File: config.mk
export PLATFORM = sky130hd
export DESIGN_NAME = simd_cmp16_unit
export DESIGN_NICKNAME = d
export VERILOG_FILES = /design/src/rtl/simd_cmp16_pkg.sv /design/src/rtl/simd_cmp16_dec.sv /design/src/rtl/simd_cmp16_lane.sv /design/src/rtl/simd_cmp16_unit.sv
export SDC_FILE = /design/constraint.sdc
export NUM_CORES = 1
export LEC_CHECK = 0
export ABC_AREA = 1
export BUFFER_PORTS_ARGS = -buffer_cell sky130_fd_sc_hd__buf_2
export CORE_MARGIN = 2
export CORE_UTILIZATION = 36
export CTS_CLUSTER_DIAMETER = 40
export DETAILED_ROUTE_END_ITERATION = 8
export HOLD_SLACK_MARGIN = 0.1
export PLACE_DENSITY = 0.75
export SYNTH_ARGS = -nofsm -noshare
export SYNTH_HDL_FRONTEND = slang
export SYNTH_SLANG_ARGS = --single-unit
File: constraint.sdc
create_clock -name clk_i -period 0.85 [get_ports clk_i]
set_clock_uncertainty 0.15 [all_clocks]
set_input_delay 0.0425 -clock clk_i [delete_from_list [all_inputs] [get_ports clk_i]]
set_output_delay 0.0425 -clock clk_i [all_outputs]
set_load 0.005 [all_outputs]
File: src/rtl/simd_cmp16_pkg.sv
package simd_cmp16_pkg;

  localparam int unsigned LANE_W = 16;

  localparam logic [6:0] OPC_PACKED = 7'b1111111;
  localparam logic [2:0] F3_CMP     = 3'b000;

  localparam logic [6:0] F7_EQ  = 7'b0100110;
  localparam logic [6:0] F7_SLT = 7'b0000110;
  localparam logic [6:0] F7_SLE = 7'b0001110;
  localparam logic [6:0] F7_ULT = 7'b0010110;
  localparam logic [6:0] F7_ULE = 7'b0011110;

  typedef enum logic [1:0] {
    CMP_EQ = 2'd0,
    CMP_LT = 2'd1,
    CMP_LE = 2'd2
  } cmp_kind_e;

  typedef struct packed {
    cmp_kind_e kind;
    logic      is_signed;
    logic      illegal;
  } cmp_ctrl_t;

endpackage

File: src/rtl/simd_cmp16_dec.sv
module simd_cmp16_dec
  import simd_cmp16_pkg::*;
(
  input  logic [6:0] opcode_i,
  input  logic [2:0] funct3_i,
  input  logic [6:0] funct7_i,
  output cmp_ctrl_t  ctrl_o
);

  logic known_f7;

  always_comb begin
    ctrl_o.kind      = CMP_EQ;
    ctrl_o.is_signed = 1'b0;
    known_f7         = 1'b1;
    unique case (funct7_i)
      F7_EQ:  ctrl_o.kind = CMP_EQ;
      F7_SLT: begin ctrl_o.kind = CMP_LT; ctrl_o.is_signed = 1'b1; end
      F7_SLE: begin ctrl_o.kind = CMP_LE; ctrl_o.is_signed = 1'b1; end
      F7_ULT: ctrl_o.kind = CMP_LT;
      F7_ULE: ctrl_o.kind = CMP_LE;
      default: known_f7 = 1'b0;
    endcase
    ctrl_o.illegal = (opcode_i != OPC_PACKED) || (funct3_i != F3_CMP) || !known_f7;
  end

endmodule

File: src/rtl/simd_cmp16_lane.sv
module simd_cmp16_lane
  import simd_cmp16_pkg::*;
(
  input  logic [LANE_W-1:0] a_i,
  input  logic [LANE_W-1:0] b_i,
  input  cmp_kind_e         kind_i,
  input  logic              signed_i,
  output logic [LANE_W-1:0] mask_o
);

  // Signed order equals unsigned order once the sign bits are inverted.
  logic [LANE_W-1:0] a_x, b_x;
  logic              eq, lt, hit;

  assign a_x = {a_i[LANE_W-1] ^ signed_i, a_i[LANE_W-2:0]};
  assign b_x = {b_i[LANE_W-1] ^ signed_i, b_i[LANE_W-2:0]};
  assign eq  = (a_i == b_i);
  assign lt  = (a_x < b_x);

  always_comb begin
    unique case (kind_i)
      CMP_EQ:  hit = eq;
      CMP_LT:  hit = lt;
      CMP_LE:  hit = lt | eq;
      default: hit = 1'b0;
    endcase
  end

  assign mask_o = {LANE_W{hit}};

endmodule

File: src/rtl/simd_cmp16_unit.sv
module simd_cmp16_unit
  import simd_cmp16_pkg::*;
#(
  parameter int unsigned XLEN = 64
) (
  input  logic            clk_i,
  input  logic            rst_ni,
  input  logic            valid_i,
  input  logic [31:0]     insn_i,
  input  logic [XLEN-1:0] rs1_i,
  input  logic [XLEN-1:0] rs2_i,
  output logic [XLEN-1:0] result_o,
  output logic            illegal_o,
  output logic [4:0]      rd_o
);

  localparam int unsigned LANES = XLEN / LANE_W;

  cmp_ctrl_t       ctrl;
  logic [XLEN-1:0] mask;
  logic            unused_rs_fields;

  assign unused_rs_fields = ^insn_i[24:15];

  simd_cmp16_dec u_dec (
    .opcode_i (insn_i[6:0]),
    .funct3_i (insn_i[14:12]),
    .funct7_i (insn_i[31:25]),
    .ctrl_o   (ctrl)
  );

  for (genvar i = 0; i < LANES; i++) begin : g_lane
    simd_cmp16_lane u_lane (
      .a_i      (rs1_i[i*LANE_W +: LANE_W]),
      .b_i      (rs2_i[i*LANE_W +: LANE_W]),
      .kind_i   (ctrl.kind),
      .signed_i (ctrl.is_signed),
      .mask_o   (mask[i*LANE_W +: LANE_W])
    );
  end

  always_ff @(posedge clk_i or negedge rst_ni) begin
    if (!rst_ni) begin
      result_o  <= '0;
      illegal_o <= 1'b0;
      rd_o      <= '0;
    end else if (valid_i) begin
      result_o  <= ctrl.illegal ? '0 : mask;
      illegal_o <= ctrl.illegal;
      rd_o      <= insn_i[11:7];
    end
  end

endmodule

==> results.md <==
- Slew @ Worst Pin: 343 ps
- Power Density: 579 mW/mm²
- GRT Total Usage: 20.1%
- Total negative slack: -18030 ps
- R2r endpoint: result_o[15]$_DFFE_PN0P_
- Layout cells sized above 1: 54.4%
- CP Cell Sequence: buf_6 -> buf_6
- Largest net degree at the start of global routing: 18
- Slew HR: 76.9%
- CP Launch Type: flip-flop
- Antenna violations before repair: 0
- Via Count: 3472
- Hold depth: 3
- Depth of the CTS H-tree: 1
- Critical path's most frequent cell: buf_6
- Fin Hold WS: -23.6 ps
- Total grt overflow: 0
- Hold-fix buffer count after cts: 6
- Row cnt: 32
- Wire length per cell: 12.7 µm
- First-pass detailed-route iteration total: 4
- Largest family of logic cells by synthesized area: simple AND/OR/NAND/NOR gates
- EDFF count, synth: 0
- Post-Place Cells: 740
- Setup violations, final: 76
- CTS Buffer Depth: 2
- PortBufs: 222
- Hold Crit Class: in2reg
- Origin of the critical flop-to-flop path: result_o[15]$_DFFE_PN0P_
- Worst Path Required: 660 ps
- Die X: 92.9 µm
- RePlAce Congestion: 0.776
- Hold Vio Cnt, Final: 5
- Number of buffers created by CTS: 3
- Max Fclk: 881 MHz
- Flops & latches, synth: 10
- Io pins: 233
- Diode count: 0
- Internal reg-to-reg setup slack: -240 ps
- Mapped cell area: 0.00284 mm²
- Initial Util: 37.0%
- Post-placement setup slack: -578 ps
- Worst Hold Path EP: rd_o[3]$_DFFE_PN0P_
- Cell variety after synth: 23
- Final Non-Filler Cells: 760
- Violated checks: hold timing, setup timing
- Layout Nets: 882
- Via-per-instance ratio: 4.57
- DRC Markers: 0
- Max FO, Critical Path: 8
- Largest stage delay, worst path: 430 ps
- Final worst-path cycle share: 133%
- Multi-input logic area: 0.00228 mm²
- CTS tree: built
- 1st-iter DRT viols: 87
- Worst Setup End Kind: primary output
- Xor/xnor share of the synthesized area: 0%
- Synth Area in Simple Gates: 30.1%
- Setup ws final: -285 ps
- Clock slew at reported path FFs: 50 ps
- Crit path DAT: 940 ps
- Area of the core: 0.00769 mm²
- Number of global-route vias before repair: 3329
- Post-synthesis mux area share: 0%
- Max Slew Vio Count: 0
- Cells after synthesis: 459
- Max-cap violation count: 0
- Peak VDD IR: 0.289 mV
- Placed Area: 0.00399 mm²
- Mapped Avg Cell Area: 6.19 µm²
- Power Total: 2.87 mW
- Die area: 0.00862 mm²
- ANT nets after route: 0
- Final min period: 1130 ps
- Crit Path Category: reg2out
- Core Util, Final: 64.6%
- Compound-Gate Fraction of Synth Area: 5.41%
- Yosys warns: 0
- DP Wirelength: 7.31 mm
- Register area share after synthesis: 8.80%
- Die Ht: 92.9 µm
- Post-Synth Adder-Cell Area: 26.4%
- Ys flop type: dfrtp_1
- Worst Reg-to-Reg Cells: 4
- Area Growth Syn to Fin: 74.7%
- Hold Startpoint: valid_i
- Slowest CP cell: dfrtp_2
- Global-route wire length before repair: 14.1 mm
- Outcome: finished, violations left
- Worst-Skew Late Latency: 230 ps
- # fillers: 644
- Register area: 255 µm²
- Unrepaired setup endpoints after global routing: yes
- Clock root buffer: clkbuf_8
- Synth async-reset ratio: 100%
- WL final: 9.63 mm
- Leakage: 2.86 nW
- Synth Net Count: 682
- # clock sinks: 10
- Final Cell Area: 0.00497 mm²
[repair_timing]
| item | 4_1_cts | 5_1_grt |
|---|---|---|
| hold endpoints to repair | 18 | 6 |
| pin swaps | 33 | 32 |
| buffers inserted | 0 | 11 |
| setup endpoints to repair | 75 | 80 |
| gates resized for setup | 76 | 90 |
| cloned | 0 | 1 |
[cells in the final DEF, fill, tap and decap left out, types with 2 or more instances in the layout]
master,instances
nor2_2,10
clkbuf_8,4
and3_4,2
nand4_1,10
a21oi_1,16
a21oi_2,2
nor3_4,2
inv_6,2
dlygate4sd3_1,6
nand3_2,2
inv_1,71
nor2_1,25
buf_6,61
nand3_1,12
o21ai_1,3
buf_2,164
ha_1,30
inv_4,7
inv_12,4
dfrtp_1,6
inv_2,15
a21o_1,3
nand2_2,15
ha_4,30
buf_8,3
buf_4,20
nor2_4,4
nand2_1,114
dfrtp_2,4
[cells in the mapped netlist, types with 2 or more instances]
cell type | instances | area, µm²
nor3_1 | 2 | 10.0
dfrtp_1 | 10 | 250
nand4_1 | 10 | 62.6
and3_1 | 2 | 12.5
o21ai_0 | 2 | 10.0
a21oi_1 | 19 | 95.1
buf_4 | 61 | 458
nor2_4 | 2 | 22.5
nand3_1 | 14 | 70.1
inv_1 | 98 | 368
nand2_1 | 129 | 484
nor2_1 | 36 | 135
ha_1 | 60 | 751
a21o_1 | 3 | 22.5
nor4_1 | 2 | 12.5
inv_2 | 2 | 7.51
[worst max-delay path by stage]
| stage | startpoint | to | slack (ps) | cells after the start |
|---|---|---|---|---|
| 3_3_place_gp | rs2_i[11] | result_o[15]$_DFFE_PN0P_ | -550 | 12 |
| 3_5_place_dp | rs2_i[59] | result_o[62]$_DFFE_PN0P_ | -580 | 12 |
| 6_report | result_o[15]$_DFFE_PN0P_ | result_o[12] | -280 | 2 |
| 5_1_grt | rs2_i[49] | result_o[62]$_DFFE_PN0P_ | -360 | 14 |
| 4_1_cts | result_o[15]$_DFFE_PN0P_ | result_o[11] | -250 | 1 |
| 2_1_floorplan | rs2_i[11] | result_o[15]$_DFFE_PN0P_ | -310 | 11 |
[area by class of cell]
type	instances	area share, %
clock buffer	4	1.11
inverter	100	9.27
multi-input combinational	288	45.9
sequential	10	5.14
tap	102	2.57
timing repair buffer	256	36.1
[critical path, delay by kind of cell, from the launching register on]
kind / cells / cell delay [ps]
flip-flops: 1 / 430
buffers and inverters: 2 / 280
[flip-flops by register name, summed over array words and instances, names as in the netlist]
| register | cells |
|---|---|
| illegal_o | 1 |
| rd_o | 5 |
| result_o | 4 |
[power by group]
| group | total, mW | internal (mW) | leakage (nW) | switching, mW |
|---|---|---|---|---|
| sequential | 0.506 | 0.497 | 0.119 | 0.00892 |
| combinational | 1.76 | 0.908 | 2.72 | 0.847 |
| clock | 0.614 | 0.409 | 0.0288 | 0.205 |
[routing by layer]
layer / track usage, % / up-vias / wire [µm]
met3: 3.99 / 24 / 874
met2: 38.6 / 171 / 4970
met1: 21.7 / 1522 / 3510
li1: - / 1755 / -
met5: 0 / - / 0
met4: 6.62 / 0 / 266
[cell families after synthesis]
family          Yosys count
simple gates            200
buf+inv                 161
fa+ha+maj                60
compound gates           28
flops                    10
(Power assumes the default switching activity.)
